==> src/rtl/pwm_pkg.sv <==
package pwm_pkg;

    typedef enum logic [2:0] {
        S_IDLE  = 3'd0,
        S_WBEAT = 3'd1,
        S_WRSP  = 3'd2,
        S_RCMD  = 3'd3,
        S_RRSP  = 3'd4
    } pwm_state_e;

endpackage

==> src/rtl/pwm_fifo.sv <==
module pwm_fifo #(
    parameter int AW    = 32,
    parameter int DW    = 32,
    parameter int DEPTH = 8,
    localparam int PW   = (DEPTH > 1) ? $clog2(DEPTH) : 1,
    localparam int CW   = $clog2(DEPTH + 1)
) (
    input  logic          clk,
    input  logic          rst_n,
    input  logic          push,
    input  logic [AW-1:0] push_addr,
    input  logic [DW-1:0] push_data,
    input  logic          pop,
    output logic [AW-1:0] head_addr,
    output logic [DW-1:0] head_data,
    output logic [AW-1:0] next_addr,
    output logic [CW-1:0] count,
    output logic          full,
    output logic          empty
);

    logic [AW-1:0] addr_q [DEPTH];
    logic [DW-1:0] data_q [DEPTH];
    logic [PW-1:0] wptr, rptr, rptr_nx, wptr_nx;

    assign rptr_nx = (rptr == PW'(DEPTH - 1)) ? '0 : rptr + PW'(1);
    assign wptr_nx = (wptr == PW'(DEPTH - 1)) ? '0 : wptr + PW'(1);

    always_ff @(posedge clk) begin
        if (push) begin
            addr_q[wptr] <= push_addr;
            data_q[wptr] <= push_data;
        end
    end

    always_ff @(posedge clk) begin
        if (!rst_n) begin
            wptr  <= '0;
            rptr  <= '0;
            count <= '0;
        end else begin
            if (push) wptr <= wptr_nx;
            if (pop)  rptr <= rptr_nx;
            case ({push, pop})
                2'b10:   count <= count + CW'(1);
                2'b01:   count <= count - CW'(1);
                default: count <= count;
            endcase
        end
    end

    assign head_addr = addr_q[rptr];
    assign head_data = data_q[rptr];
    assign next_addr = addr_q[rptr_nx];
    assign full      = (count == CW'(DEPTH));
    assign empty     = (count == '0);

    assert_no_overflow_R2: assert property (@(posedge clk) disable iff (!rst_n)
        push |-> (count < CW'(DEPTH)));

    assert_no_underflow_R3: assert property (@(posedge clk) disable iff (!rst_n)
        pop |-> (count != '0));

endmodule

==> src/rtl/pwm_merge.sv <==
module pwm_merge #(
    parameter int AW        = 32,
    parameter int DW        = 32,
    parameter int DEPTH     = 8,
    parameter int MAX_BURST = 4,
    localparam int CW       = $clog2(DEPTH + 1),
    localparam int BW       = (MAX_BURST > 1) ? $clog2(MAX_BURST) : 1,
    localparam int STRIDE   = DW / 8
) (
    input  logic [AW-1:0] head_addr,
    input  logic [AW-1:0] next_addr,
    input  logic [CW-1:0] count,
    input  logic [BW-1:0] beat,
    input  logic          hold,
    output logic          burst_last
);

    logic gap, only_one, at_cap;

    assign gap        = (next_addr != head_addr + AW'(STRIDE));
    assign only_one   = (count <= CW'(1));
    assign at_cap     = (beat == BW'(MAX_BURST - 1));
    assign burst_last = hold | gap | only_one | at_cap;

endmodule

==> src/rtl/pwm_seq.sv <==
module pwm_seq
    import pwm_pkg::*;
#(
    parameter int AW        = 32,
    parameter int DW        = 32,
    parameter int MAX_BURST = 4,
    localparam int BW       = (MAX_BURST > 1) ? $clog2(MAX_BURST) : 1
) (
    input  logic          clk,
    input  logic          rst_n,
    input  logic          fifo_empty,
    input  logic          burst_last,
    input  logic [AW-1:0] head_addr,
    input  logic [DW-1:0] head_data,
    input  logic          rd_req,
    input  logic [AW-1:0] rd_addr,
    input  logic          cmd_ready,
    input  logic          rsp_valid,
    input  logic          rsp_err,
    input  logic [DW-1:0] rsp_rdata,
    output logic          cmd_valid,
    output logic          cmd_write,
    output logic          cmd_last,
    output logic [AW-1:0] cmd_addr,
    output logic [DW-1:0] cmd_wdata,
    output logic          pop,
    output logic [BW-1:0] beat,
    output logic          hold,
    output logic          rd_done,
    output logic [DW-1:0] rd_rdata,
    output logic          rd_err,
    output logic          wr_err
);

    pwm_state_e state, state_nx;

    always_ff @(posedge clk) begin
        if (!rst_n) begin
            state <= S_IDLE;
            beat  <= '0;
            hold  <= 1'b0;
        end else begin
            state <= state_nx;
            if (state == S_WBEAT) begin
                if (cmd_ready) begin
                    hold <= 1'b0;
                    beat <= burst_last ? '0 : beat + BW'(1);
                end else begin
                    hold <= burst_last;
                end
            end else begin
                beat <= '0;
                hold <= 1'b0;
            end
        end
    end

    always_comb begin
        state_nx = state;
        unique case (state)
            S_IDLE: begin
                if (!fifo_empty)  state_nx = S_WBEAT;
                else if (rd_req)  state_nx = S_RCMD;
            end
            S_WBEAT: if (cmd_ready && burst_last) state_nx = S_WRSP;
            S_WRSP:  if (rsp_valid) state_nx = S_IDLE;
            S_RCMD:  if (cmd_ready) state_nx = S_RRSP;
            S_RRSP:  if (rsp_valid) state_nx = S_IDLE;
            default: state_nx = S_IDLE;
        endcase
    end

    always_comb begin
        cmd_valid = 1'b0;
        cmd_write = 1'b0;
        cmd_last  = 1'b0;
        cmd_addr  = '0;
        cmd_wdata = '0;
        pop       = 1'b0;
        rd_done   = 1'b0;
        rd_rdata  = '0;
        rd_err    = 1'b0;
        wr_err    = 1'b0;
        unique case (state)
            S_IDLE: ;
            S_WBEAT: begin
                cmd_valid = 1'b1;
                cmd_write = 1'b1;
                cmd_last  = burst_last;
                cmd_addr  = head_addr;
                cmd_wdata = head_data;
                pop       = cmd_ready;
            end
            S_WRSP: wr_err = rsp_valid & rsp_err;
            S_RCMD: begin
                cmd_valid = 1'b1;
                cmd_last  = 1'b1;
                cmd_addr  = rd_addr;
            end
            S_RRSP: begin
                rd_done  = rsp_valid;
                rd_rdata = rsp_rdata;
                rd_err   = rsp_err;
            end
            default: ;
        endcase
    end

    assert_cmd_stable_R5: assert property (@(posedge clk) disable iff (!rst_n)
        (cmd_valid && !cmd_ready) |=> (cmd_valid && $stable(cmd_addr) &&
            $stable(cmd_wdata) && $stable(cmd_write) && $stable(cmd_last)));

    assert_single_outstanding_R6: assert property (@(posedge clk) disable iff (!rst_n)
        (cmd_valid && cmd_ready && cmd_last) |=> !cmd_valid);

    assert_read_after_drain_R7: assert property (@(posedge clk) disable iff (!rst_n)
        (cmd_valid && !cmd_write) |-> fifo_empty);

    assert_err_pulse_R9: assert property (@(posedge clk) disable iff (!rst_n)
        wr_err |=> !wr_err);

endmodule

==> src/rtl/posted_write_merger.sv <==
module posted_write_merger #(
    parameter int AW        = 32,
    parameter int DW        = 32,
    parameter int DEPTH     = 8,
    parameter int MAX_BURST = 4,
    localparam int CW       = $clog2(DEPTH + 1),
    localparam int BW       = (MAX_BURST > 1) ? $clog2(MAX_BURST) : 1
) (
    input  logic          clk,
    input  logic          rst_n,
    input  logic          wr_valid,
    output logic          wr_ready,
    input  logic [AW-1:0] wr_addr,
    input  logic [DW-1:0] wr_data,
    input  logic          rd_req,
    input  logic [AW-1:0] rd_addr,
    output logic          rd_done,
    output logic [DW-1:0] rd_rdata,
    output logic          rd_err,
    output logic          wr_err,
    output logic          cmd_valid,
    input  logic          cmd_ready,
    output logic          cmd_write,
    output logic          cmd_last,
    output logic [AW-1:0] cmd_addr,
    output logic [DW-1:0] cmd_wdata,
    input  logic          rsp_valid,
    input  logic          rsp_err,
    input  logic [DW-1:0] rsp_rdata
);

    logic          push, pop, full, empty, hold, burst_last;
    logic [AW-1:0] head_addr, next_addr;
    logic [DW-1:0] head_data;
    logic [CW-1:0] count;
    logic [BW-1:0] beat;

    assign wr_ready = !full && !rd_req;
    assign push     = wr_valid && wr_ready;

    pwm_fifo #(.AW(AW), .DW(DW), .DEPTH(DEPTH)) u_fifo (
        .clk       (clk),
        .rst_n     (rst_n),
        .push      (push),
        .push_addr (wr_addr),
        .push_data (wr_data),
        .pop       (pop),
        .head_addr (head_addr),
        .head_data (head_data),
        .next_addr (next_addr),
        .count     (count),
        .full      (full),
        .empty     (empty)
    );

    pwm_merge #(.AW(AW), .DW(DW), .DEPTH(DEPTH), .MAX_BURST(MAX_BURST)) u_merge (
        .head_addr  (head_addr),
        .next_addr  (next_addr),
        .count      (count),
        .beat       (beat),
        .hold       (hold),
        .burst_last (burst_last)
    );

    pwm_seq #(.AW(AW), .DW(DW), .MAX_BURST(MAX_BURST)) u_seq (
        .clk        (clk),
        .rst_n      (rst_n),
        .fifo_empty (empty),
        .burst_last (burst_last),
        .head_addr  (head_addr),
        .head_data  (head_data),
        .rd_req     (rd_req),
        .rd_addr    (rd_addr),
        .cmd_ready  (cmd_ready),
        .rsp_valid  (rsp_valid),
        .rsp_err    (rsp_err),
        .rsp_rdata  (rsp_rdata),
        .cmd_valid  (cmd_valid),
        .cmd_write  (cmd_write),
        .cmd_last   (cmd_last),
        .cmd_addr   (cmd_addr),
        .cmd_wdata  (cmd_wdata),
        .pop        (pop),
        .beat       (beat),
        .hold       (hold),
        .rd_done    (rd_done),
        .rd_rdata   (rd_rdata),
        .rd_err     (rd_err),
        .wr_err     (wr_err)
    );

    assert_hold_reads_R10: assert property (@(posedge clk) disable iff (!rst_n)
        (rd_req && !rd_done) |=> !push);

endmodule

==> config.mk <==
export PLATFORM = sky130hd
export DESIGN_NAME = posted_write_merger
export DESIGN_NICKNAME = d
export VERILOG_FILES = /design/src/rtl/pwm_pkg.sv /design/src/rtl/pwm_fifo.sv /design/src/rtl/pwm_merge.sv /design/src/rtl/pwm_seq.sv /design/src/rtl/posted_write_merger.sv
export SDC_FILE = /design/constraint.sdc
export NUM_CORES = 1
export LEC_CHECK = 0
export BUFFER_PORTS_ARGS = -buffer_cell sky130_fd_sc_hd__buf_2
export CAP_MARGIN = 20
export CORE_ASPECT_RATIO = 0.75
export CORE_UTILIZATION = 30
export CTS_CLUSTER_DIAMETER = 80
export DETAILED_ROUTE_END_ITERATION = 10
export HOLD_SLACK_MARGIN = 0.03
export SLEW_MARGIN = 10
export SYNTH_ARGS = -nofsm -noshare
export SYNTH_HDL_FRONTEND = slang
export SYNTH_HIERARCHICAL = 1
export SYNTH_SLANG_ARGS = --single-unit
==> constraint.sdc <==
create_clock -name clk -period 20.1 [get_ports clk]
set_clock_uncertainty 0.2 [all_clocks]
set_input_delay 4.02 -clock clk [delete_from_list [all_inputs] [get_ports clk]]
set_output_delay 4.02 -clock clk [all_outputs]
set_load 0.02 [all_outputs]
# --- Yosys cells after proc, flatten, opt, wreduce, memory -nomap -nowiden ---
# Memories as Yosys holds them, arrays and structs flattened. A register that Yosys moved wholly into a read port is not among the register bits.
# Cells that the tools add are included.
classes:
  reduce_logical: 13
  magnitude_cmp: 1
  eq_ne: 15
  mux: 26
  bitwise_logic: 6
  addsub: 6
op_table:
  columns: ["operator", "count"]
  rows:
  - ["32-bit 2-to-1 mux", 2]
  - ["32-bit case mux with 2 select lines", 1]
  - ["3-bit 2-to-1 mux", 11]
  - ["32-bit by 3-bit adder with 32-bit output (second input constant)", 1]
  - ["32-bit != test", 1]
  - ["3-bit case mux with 4 select lines", 1]
  - ["3-bit equality test (second input constant)", 3]
  - ["1-bit 2-to-1 mux", 8]
  - ["4-bit case mux with 2 select lines", 1]
  - ["3-bit by 1-bit adder with 3-bit output (second input constant)", 2]
  - ["3-bit by 2-bit equality test with 1-bit output (second input constant)", 2]
  - ["4-bit by 1-bit adder with 4-bit output (second input constant)", 1]
  - ["2-bit equality test (second input constant)", 2]
  - ["4-bit equality test (second input constant)", 1]
  - ["4-bit by 1-bit less-or-equal comparator with 1-bit output (second input constant)", 1]
  - ["4-bit logical NOT", 1]
  - ["2-bit != test (second input constant)", 2]
  - ["4-bit AND reduction", 1]
  - ["2-bit OR reduction", 2]
  - ["4-bit by 1-bit subtractor with 4-bit output (second input constant)", 1]
  - ["3-bit by 1-bit equality test with 1-bit output (second input constant)", 1]
  - ["1-bit logical AND", 3]
  - ["3-bit logical NOT", 1]
  - ["3-bit != test (second input constant)", 1]
  - ["12 further kinds", 16]
totals:
  inputBits: 135
  memories: 2
  regBits: 16
  wordCells: 75
  output_inout_bits: 103
  ramBits: 512
mem_list:
  columns: ["name", "depth", "width", "rd", "rd_clocked_by_memory_dff", "wr", "line_no", "text"]
  rows:
  - ["u_fifo.addr_q", 8, 32, 2, 1, 1, "pwm_fifo.sv:22", "logic [AW-1:0] addr_q [DEPTH];"]
  - ["u_fifo.data_q", 8, 32, 1, 1, 1, "pwm_fifo.sv:23", "logic [DW-1:0] data_q [DEPTH];"]

# --- Depth between registers and ports, before layout ---
# Gate-level depths: netlist of the first run.
# An unclocked memory read counts as a cell.
depth:
  ltp_word: 10
  depth_mapped: 17
  ltp_nobuf: 15

# --- Cells and area by module ---
# The synthesis of the first run kept the hierarchy.
modules_own_cells:
  columns: ["module", "cells_per_inst", "area_each_um2", "n_inst"]
  rows:
  - ["pwm_fifo", 928, 21780.9, 1]
  - ["pwm_seq", 186, 1280.0, 1]
  - ["pwm_merge", 168, 1137.3, 1]
  - ["posted_write_merger", 2, 16.3, 1]

# --- Least setup slack after synthesis of the first run ---
# OpenSTA, ideal clock, no wires.
synth_timing:
  path_kind: "input-to-reg"
  startpoint: "input rd_req"
  endpoint: "memory u_fifo.addr_q[0][0], enable pin"
  t_arrival_ns: 8.839
  setup_ns: 0.565
  required_ns: 19.335
  setup_slack_ns: 10.496
  stages: 3
  cell_sequence: "nor3b_2 nand2b_1 nor3_1"
synth_between:
  elab_chain_cells: 5
synth_rtl:
  columns: ["item", "line_no", "text"]
  rows:
  - ["from (decl)", "posted_write_merger.sv:15", "input logic rd_req,"]
  - ["1-bit logical NOT", "posted_write_merger.sv:38", "assign wr_ready = !full && !rd_req;"]
  - ["1-bit logical AND", "posted_write_merger.sv:38", null]
  - ["1-bit logical AND", "posted_write_merger.sv:39", "assign push = wr_valid && wr_ready;"]
  - ["1-bit 2-to-1 mux", "pwm_fifo.sv:30", "if (push) begin"]
  - ["1-bit 2-to-1 mux (implied by the code)", "pwm_fifo.sv:31", "addr_q[wptr] <= push_addr;"]
  - ["to (decl)", "pwm_fifo.sv:22", null]
# Every way passes these cells.

==> results_dict.tcl, run 1 <==
set metrics [dict create \
    fin_crit_sh 0.531 \
    dp_cells 2519 \
    yosysWarningCount 6 \
    syn-num-nets 1427 \
    syn_avg_cell_area_sq_um 18.9 \
    postSynthCellCount 1284 \
    via_per_inst 5.08 \
    max-vdd-ir-drop_mv 0.0738 \
    ys_top_cells_by_count "edfxtp_1, mux4_2, mux2_2" \
    rows 89 \
    number_of_global_route_vias_before_repair 13800 \
    worst_skew_pair.late_latency_ps 630 \
    clockBufferDepth 3 \
    layout-drive-gt1-share 0.424 \
    postSynth.topFlopCell "edfxtp_1" \
    timing.critical_path.fanout_max 65 \
    p_per_area_nw_per_um2 102 \
    netlist.area_leader.share 0.635 \
    place_hpwl_mm 37.2 \
    critical_path.cell_chain "buf_4 -> mux4_2 -> mux2_2 -> nand4_1 -> nor3_2 -> a41oi_1 -> or4_1 -> a21o_1 -> or4_1 -> or4_1 -> nor2_1 -> nor2_1 -> buf_2" \
    fp.dieArea_sq_um 81900 \
    resized_gates_after_cts 0 \
    antenna_violations_before_repair 16 \
    dr_total_vias 13400 \
    worst_ep_arrival_time_ps 6450 \
    crit_path_max_incr_delay_ps 940 \
    ctsHoldBuffers 0 \
    routed_wire_length_per_instance_microns 23.1 \
    max_slew_margin 0.278 \
    core_area_sq_um 79300 \
    die-width_microns 330 \
    stdcell_count 2629 \
    pin_count_of_the_biggest_net_entering_global_routing 66 \
    timing.setup.tns_ps 0 \
    achievable-frequency_mhz 93.7 \
    cts.sink_count 531 \
    postLayoutSetupSlackWorst_ps 9430 \
    gp_congestion 0.817 \
    synth_top_area_cell "edfxtp_1" \
    cts_setup_buffers 0 \
    hold_violations 0 \
    grt_ovf 0 \
    die_h_microns 248 \
    synth_edf_count 512 \
    ys_async_sr_fraction 0 \
    cts_tree "done" \
    critPathLaunchType "register" \
    initial_core_util 0.305 \
    final.min_clock_period_ps 10670 \
    i_o_pins 238 \
    ys_seq_area_frac 0.651 \
    worstPathRequired_ps 15880 \
    synth-seq-cells 531 \
    clk_root_buffer_cell "clkbuf_16" \
    grt_setup_unrepaired "no" \
    endpoint_kind "output pin" \
    finalSetupViolations 0 \
    largest_cells_by_area_after_synthesis "edfxtp_1, mux4_2, mux2_2, and2_1, mux2i_1" \
    netlist_area_sq_um 24200 \
    layout_stage_area_growth_over_the_synthesis_result_pct 18.0 \
    leakage_nw 9.26 \
    cts-buffers-inserted 58 \
    holdCritPathClass "register to register" \
    drt-total-wl_mm 60.8 \
    firstDrtPassIters 5 \
    max-cap-violations 0 \
    filler_cell_count 7324 \
    drc 0 \
    placement.io_buffers 237 \
    global_route_wire_length_before_repair_mm 88.8 \
    ys_types 54 \
    detail_route.iter0.violations 1002 \
    seq_area_sq_um 15800 \
    clk_pin_slew_ps 60 \
    h-tree-depth 2 \
    timing.final.max_slew_violations 0 \
    worst_slack_after_detailed_placement_ps 10000 \
    antenna_violating_nets_left 0 \
    grt_usage 0.148 \
    max_slew.worst_pin.slew_ps 1080 \
    critical_path.most_common_cell "or4_1" \
    yosysMostFrequentCell "edfxtp_1" \
    crit_slowest_cell "dfxtp_4" \
    crit_type "register to output pin" \
    multi_input_comb_area_sq_um 8070 \
    outcome "complete, no violations" \
    holdWs_ps 329 \
    nets 1676 \
]
## final timing paths
kind,start,end,slack (ps),cells past startpoint
worst max-delay path,register,cmd_last,9430,13
worst min register to register,u_fifo/count[3],u_fifo/count[3],330,2
worst min-delay path,u_fifo/count[3],u_fifo/count[3],330,2
worst max register to register,register,u_seq/state[1],13550,14
## flip-flops by register name, indices dropped and copies added, names as in the netlist, named ones only
signal,count
u_fifo/addr_q,256
u_fifo/count,4
u_fifo/data_q,256
u_fifo/rptr,3
u_fifo/wptr,3
u_seq/beat,2
u_seq/hold,1
u_seq/state,3
## power by group
part	leakage, nW	switching [mW]	internal (mW)
combinational	3.51	0.321	0.250
clock	0.976	0.446	0.650
sequential	4.78	0.0194	1.23
total	9.26	0.786	2.13
## through the flow
stage | utilization | instance area (sq um) | power, mW
2_1_floorplan | - | 24200 | 1.69
3_3_place_gp | 0.335 | 26600 | 1.85
3_5_place_dp | 0.335 | 26600 | 1.85
4_1_cts | 0.360 | 28600 | 2.95
5_1_grt | 0.360 | 28600 | 3.03
6_report | 0.360 | 28600 | 2.92
## cell families after synthesis
group           share of synthesized area
mux                                 0.241
flops                               0.651
xor+xnor                           0.0163
simple gates                       0.0561
buf+inv                            0.0191
compound gates                     0.0131
fa+ha+maj                         0.00413
## critical path, delay by kind of cell, from the launching register on
kind / cells / cell delay, ps
AO/OA/AOI/OAI: 2 / 470
buffers and inverters: 2 / 1130
flip-flops: 1 / 940
multiplexers: 2 / 640
AND/OR/NAND/NOR: 7 / 2540
## layout by cell type (no fill, tap or decap), types with 6 or more instances in the layout
master     count
edfxtp_1     512
buf_2        237
mux4_2       192
mux2_2        97
and2_1        68
clkbuf_16     59
nor2_1        52
mux2i_1       41
xnor2_1       27
buf_4         26
nand2_1       22
xor2_1        18
nand3_1       17
dfxtp_1       14
a21oi_1       12
o21ai_0       12
nor3_1        12
nand4_1       12
clkbuf_1      10
clkinv_2       9
nor2b_1        8
clkinv_1       7
bufinv_16      7
inv_1          6
nor2_4         6
nor4b_1        6
or3_1          6
ha_1           6
## metal layers
layer | track usage | up-vias | routed length [microns]
li1 | - | 5768 | -
met1 | 0.197 | 6956 | 25900
met2 | 0.239 | 507 | 28600
met3 | 0.0373 | 111 | 4760
met4 | 0.0413 | 26 | 1340
met5 | 0 | - | 176
## final cells by class
| class | instances | area share |
|---|---|---|
| clock buffer | 73 | 0.0549 |
| inverter | 7 | 0.000920 |
| multi-input combinational | 672 | 0.282 |
| clock inverter | 36 | 0.0154 |
| sequential | 531 | 0.552 |
| timing repair buffer | 263 | 0.0484 |
| antenna | 1 | 0.0000876 |
| tap | 1046 | 0.0458 |
Power figures use the tool's default switching activity.
==> inputs of run 2 (changes only) <==
==> constraint.sdc (replaced) <==
create_clock -name clk -period 9.6 [get_ports clk]
set_clock_uncertainty 0.2 [all_clocks]
set_input_delay 1.92 -clock clk [delete_from_list [all_inputs] [get_ports clk]]
set_output_delay 1.92 -clock clk [all_outputs]
set_load 0.02 [all_outputs]
==> run 2 against run 1 <==
Against the previous run:
- routed wire length shrank 0.36%
- worst hold slack lost 14 ps
- power grew 110%
- critical endpoint unchanged
- highest routed layer unchanged
- sequential share of layout area grew 0.16 points
- sequential power grew 110%
- utilization shrank 0.10 points
- via count grew 0.91%
- critical path type unchanged
- clock power grew 99%
- combinational power grew 110%
- cell count is essentially flat
- worst setup slack lost 7600 ps
- clock-buffer cell count shrank 6
==> results_dict.tcl, run 2 (synthesized netlist as in run 1, its figures left out) <==
set metrics [dict create \
    max_slew_margin 0.301 \
    final_cell_mix "edfxtp_1, buf_2, mux4_2" \
    worst_ep_arrival_time_ps 5670 \
    clockBufferDepth 3 \
    worst_skew_pair.late_latency_ps 610 \
    hold_path.startpoint "u_fifo/count[3]" \
    grt_ovf 0 \
    firstDrtPassIters 5 \
    hold_depth 2 \
    initial_core_util 0.305 \
    fin_util 0.359 \
    hold-path-endpoint "u_fifo/count[3]" \
    global_route_wire_length_before_repair_mm 88.3 \
    design_power_total_mw 6.01 \
    clk_root_buffer_cell "clkbuf_16" \
    nets 1677 \
    critPathBufInv 2 \
    antenna_violations_before_repair 14 \
    layout_stage_area_growth_over_the_synthesis_result_pct 17.6 \
    power.combinational.fraction 0.197 \
    antenna_violating_nets_left 0 \
    final_design_area_no_fill_sq_um 28500 \
    dr_total_vias 13500 \
    worstReg2RegEnd "u_seq/state[1]" \
    internal_power_mw 4.39 \
    rows 89 \
    layout_top_registers "u_fifo/addr_q (256), u_fifo/data_q (256), u_fifo/count (4)" \
    placement.io_buffers 237 \
    dpl_cell_area_sq_um 26600 \
    timing.final.max_slew_violations 0 \
    achievable-frequency_mhz 128 \
    timing.setup.tns_ps 0 \
    critical_path.most_common_cell "or4_1" \
    critical_path.cell_chain "buf_12 -> mux4_2 -> mux2_2 -> nand4_1 -> nor3_2 -> a41oi_1 -> or4_1 -> a21o_1 -> or4_1 -> or4_1 -> nor2_1 -> nor2_1 -> buf_2" \
    finalSetupViolations 0 \
    crit_type "register to output pin" \
    pin_count_of_the_biggest_net_entering_global_routing 65 \
    cts_setup_buffers 0 \
    worstPathRequired_ps 7480 \
    critPathLaunchType "register" \
    drt-total-wl_mm 60.6 \
    h-tree-depth 2 \
    grt_use_met3 0.0429 \
    core_area_sq_um 79300 \
    hold_violations 0 \
    resized_gates_after_cts 0 \
    detail_route.iter0.violations 1036 \
    routed_wire_length_per_instance_microns 23.1 \
    die-width_microns 330 \
    worst_r2r_path_depth 14 \
    crit_path_max_incr_delay_ps 950 \
    outcome "complete, no violations" \
    fp.dieArea_sq_um 81900 \
    clkPwrFrac 0.364 \
    max-vdd-ir-drop_mv 0.160 \
    die_h_microns 248 \
    gp_congestion 0.849 \
    holdWs_ps 315 \
    share_seq_of_total_power 0.438 \
    timing.critical_path.max_delay_family "simple AND/OR/NAND/NOR gates" \
    grt_usage 0.146 \
    most_common_cell_after_layout_fill_and_taps_aside "edfxtp_1" \
    crit_slowest_cell "dfxtp_4" \
    ctsHoldBuffers 0 \
    filler_cell_count 7344 \
    cts_tree "done" \
    switching_share 0.270 \
    endpoint_kind "output pin" \
    place_hpwl_mm 36.4 \
    timing.critical_path.fanout_max 44 \
    max-cap-violations 0 \
    layout-drive-gt1-share 0.423 \
    number_of_global_route_vias_before_repair 13700 \
    grt_util_met1 0.201 \
    clk_pin_slew_ps 60 \
    max_slew.worst_pin.slew_ps 1050 \
    final.min_clock_period_ps 7790 \
    drc 0 \
    cts-buffers-inserted 56 \
    holdCritPathClass "register to register" \
    p_per_area_nw_per_um2 211 \
    fin_crit_sh 0.811 \
    cts.sink_count 531 \
    worst-r2r-setup-slack_ps 3800 \
    grt_setup_unrepaired "no" \
    power.net_switching_mw 1.62 \
    grt_most_used_layer "met2" \
    i_o_pins 238 \
    leakage_nw 9.23 \
    groute.layer.met2.usage 0.229 \
    via_per_inst 5.14 \
]
run 2: worst min-delay path, cell delays in order, from the launching register on:
cell,delay (ps)
dfxtp_1,350
nand2_1,70
mux2i_1,50
run 2: area by class of cell:
class / count / area, sq um / share of cell area
Multi-Input combinational cell: 672 / 8070 / 0.283
Sequential cell: 531 / 15800 / 0.554
Clock buffer: 67 / 1460 / 0.0514
Tap cell: 1046 / 1310 / 0.0459
Clock inverter: 37 / 428 / 0.0150
Antenna cell: 1 / 2.50 / 0.0000879
Inverter: 7 / 26.3 / 0.000923
Timing Repair Buffer: 266 / 1420 / 0.0497
run 2: metal layers:
layer  wire length [microns]  part of all wire
met5                     147            0.0024
met4                    1210             0.020
met3                    4910             0.081
met2                   27900              0.46
met1                   26400              0.44
run 2: how the worst max path moves through the flow:
stage | to | depth (start not counted) | from
5_1_grt | cmd_last | 13 | register
2_1_floorplan | u_fifo/addr_q[0][0] | 3 | rd_req
3_3_place_gp | cmd_last | 12 | register
6_report | cmd_last | 13 | register
4_1_cts | cmd_last | 13 | register
3_5_place_dp | cmd_last | 12 | register
run 2: stage by stage:
| step | std cells | setup slack, ps |
|---|---|---|
| after floorplan | 1284 | 2100 |
| after global placement | 2522 | 2410 |
| after detailed placement | 2522 | 2400 |
| after CTS | 2626 | 1710 |
| after global routing | 2626 | 1430 |
| final | 2627 | 1810 |
run 2: power groups by stage:
stage	logic [mW]	clock network (mW)	registers, mW
after CTS	1.20	2.25	2.64
final	1.18	2.19	2.64
after global routing	1.28	2.33	2.64
after global placement	1.19	0	2.68
after detailed placement	1.19	0	2.69
after floorplan	0.895	0	2.64
==> inputs of run 3 (changes only) <==
==> constraint.sdc (replaced) <==
create_clock -name clk -period 7.9 [get_ports clk]
set_clock_uncertainty 0.2 [all_clocks]
set_input_delay 1.58 -clock clk [delete_from_list [all_inputs] [get_ports clk]]
set_output_delay 1.58 -clock clk [all_outputs]
set_load 0.02 [all_outputs]
==> run 3 against run 2 <==
Against the previous run:
- non-clock buffer count grew 4
- sequential share of layout area about the same
- utilization barely moved
- global-route usage about the same
==> results_dict.tcl, run 3 (synthesized netlist as in run 1, its figures left out) <==
set metrics [dict create \
    outcome "complete, no violations" \
    layout_top_registers "u_fifo/addr_q (256), u_fifo/data_q (256), u_fifo/count (4)" \
    crit_end "cmd_last" \
    worst-r2r-setup-slack_ps 2320 \
    nets 1680 \
    final_design_area_no_fill_sq_um 28500 \
    hold_violations 0 \
    fin_crit_sh 0.940 \
    ctsHoldBuffers 0 \
    initial_core_util 0.305 \
    grt_setup_unrepaired "no" \
    final_cell_mix "edfxtp_1, buf_2, mux4_2" \
    max-vdd-ir-drop_mv 0.143 \
    filler_cell_count 7400 \
    dr_total_vias 13400 \
    number_of_global_route_vias_before_repair 13600 \
    antenna_violations_before_repair 14 \
    rows 89 \
    holdWs_ps 320 \
    multi_input_comb_area_sq_um 8070 \
    i_o_pins 238 \
    clk_pin_slew_ps 60 \
    critPathBufInv 2 \
    worst_slack_after_detailed_placement_ps 1140 \
    grt_usage 0.146 \
    cts-buffers-inserted 55 \
    core_area_sq_um 79300 \
    drt-total-wl_mm 60.6 \
    worst_ep_arrival_time_ps 5640 \
    stdcell_count 2627 \
    antenna_violating_nets_left 0 \
    resized_gates_after_cts 0 \
    h-tree-depth 2 \
    clockBufferDepth 3 \
    global_route_wire_length_before_repair_mm 88.4 \
    die-width_microns 330 \
    die_h_microns 248 \
    clk_root_buffer_cell "clkbuf_16" \
    worstPathRequired_ps 6120 \
    gp_congestion 0.770 \
    most_common_cell_after_layout_fill_and_taps_aside "edfxtp_1" \
    crit_path_max_incr_delay_ps 880 \
    max_slew.worst_pin.slew_ps 1070 \
    p_per_area_nw_per_um2 255 \
    pin_count_of_the_biggest_net_entering_global_routing 49 \
    holdCritPathClass "register to register" \
    worstReg2RegEnd "u_seq/state[1]" \
    dpl_cell_area_sq_um 26600 \
    timing.setup.tns_ps 0 \
    layout-drive-gt1-share 0.425 \
    timing.critical_path.max_delay_family "simple AND/OR/NAND/NOR gates" \
    via_per_inst 5.12 \
    place_hpwl_mm 37.2 \
    dp_cells 2526 \
    cts.sink_count 531 \
    achievable-frequency_mhz 135 \
    critPathLaunchType "register" \
    grt_ovf 0 \
    final.min_clock_period_ps 7420 \
    layout_stage_area_growth_over_the_synthesis_result_pct 17.6 \
    max_slew_margin 0.278 \
    detail_route.iter0.violations 929 \
    fp.dieArea_sq_um 81900 \
    drc 0 \
    timing.critical_path.fanout_max 45 \
    endpoint_kind "output pin" \
    worst_r2r_path_depth 14 \
    firstDrtPassIters 5 \
    path_depth 13 \
    routed_wire_length_per_instance_microns 23.1 \
    cts_tree "done" \
    critical_path.cell_chain "buf_4 -> mux4_2 -> mux2_2 -> nand3_1 -> nor4_1 -> nand4_1 -> xnor2_1 -> nand3_1 -> or4_1 -> or4_1 -> nor2_1 -> nor2_1 -> buf_2" \
    timing.final.max_slew_violations 0 \
    leakage_nw 9.23 \
    finalSetupViolations 0 \
    cts_setup_buffers 0 \
    placement.io_buffers 237 \
    seq_area_sq_um 15800 \
    crit_type "register to output pin" \
    crit_slowest_cell "nor4_1" \
    max-cap-violations 0 \
    worst_skew_pair.late_latency_ps 620 \
    postLayoutSetupSlackWorst_ps 477 \
]
run 3: cell types whose count changed in the layout (fill, tap and decap cells not counted), sizes merged:
cell / previous run / this run
inv: 11 / 9
buf: 266 / 270
clkbuf: 67 / 63
clkinv: 23 / 25
run 3: stage by stage:
step / util / power [mW]
finish: 0.359 / 7.25
global route: 0.359 / 7.54
CTS: 0.359 / 7.35
detailed placement: 0.336 / 4.70
global placement: 0.336 / 4.68
floorplan: - / 4.30
run 3: tightest hold or removal path: cells and delay by family (launching register included):
family           cells  cell delay, ps
AND/OR/NAND/NOR      1              70
multiplexers         1              50
flip-flops           1             350
run 3: cell type report:
type                    instances  share of cell area
multi-input cells             672               0.283
flip-flops and latches        531               0.554
diodes                          1           0.0000879
well taps                    1046              0.0460
repair buffers                270              0.0512
clock buffers                  63              0.0501
inverters                       7            0.000923
clock inverters                37              0.0147
run 3: where the power goes:
group	total (mW)	switching [mW]	internal (mW)
logic	1.44	0.800	0.641
clock network	2.63	1.10	1.53
registers	3.18	0.0481	3.13
run 3: how the worst min path moves through the flow:
stage	cells after the start	from	slack, ps	endpoint
finish	2	u_fifo/count[3]	320	u_fifo/count[3]
global route	2	u_fifo/count[3]	340	u_fifo/count[3]
CTS	2	u_fifo/count[3]	320	u_fifo/count[3]
detailed placement	2	u_fifo/count[3]	310	u_fifo/count[3]
global placement	2	u_fifo/count[3]	290	u_fifo/count[3]
floorplan	2	u_fifo/count[3]	260	u_fifo/count[3]
run 3: layer usage:
| metal | vias up | track usage | routed length, microns |
|---|---|---|---|
| li1 | 5782 | - | - |
| met5 | - | 0 | 168 |
| met3 | 125 | 0.0355 | 4490 |
| met1 | 7029 | 0.197 | 26000 |
| met2 | 479 | 0.237 | 28700 |
| met4 | 24 | 0.0386 | 1300 |
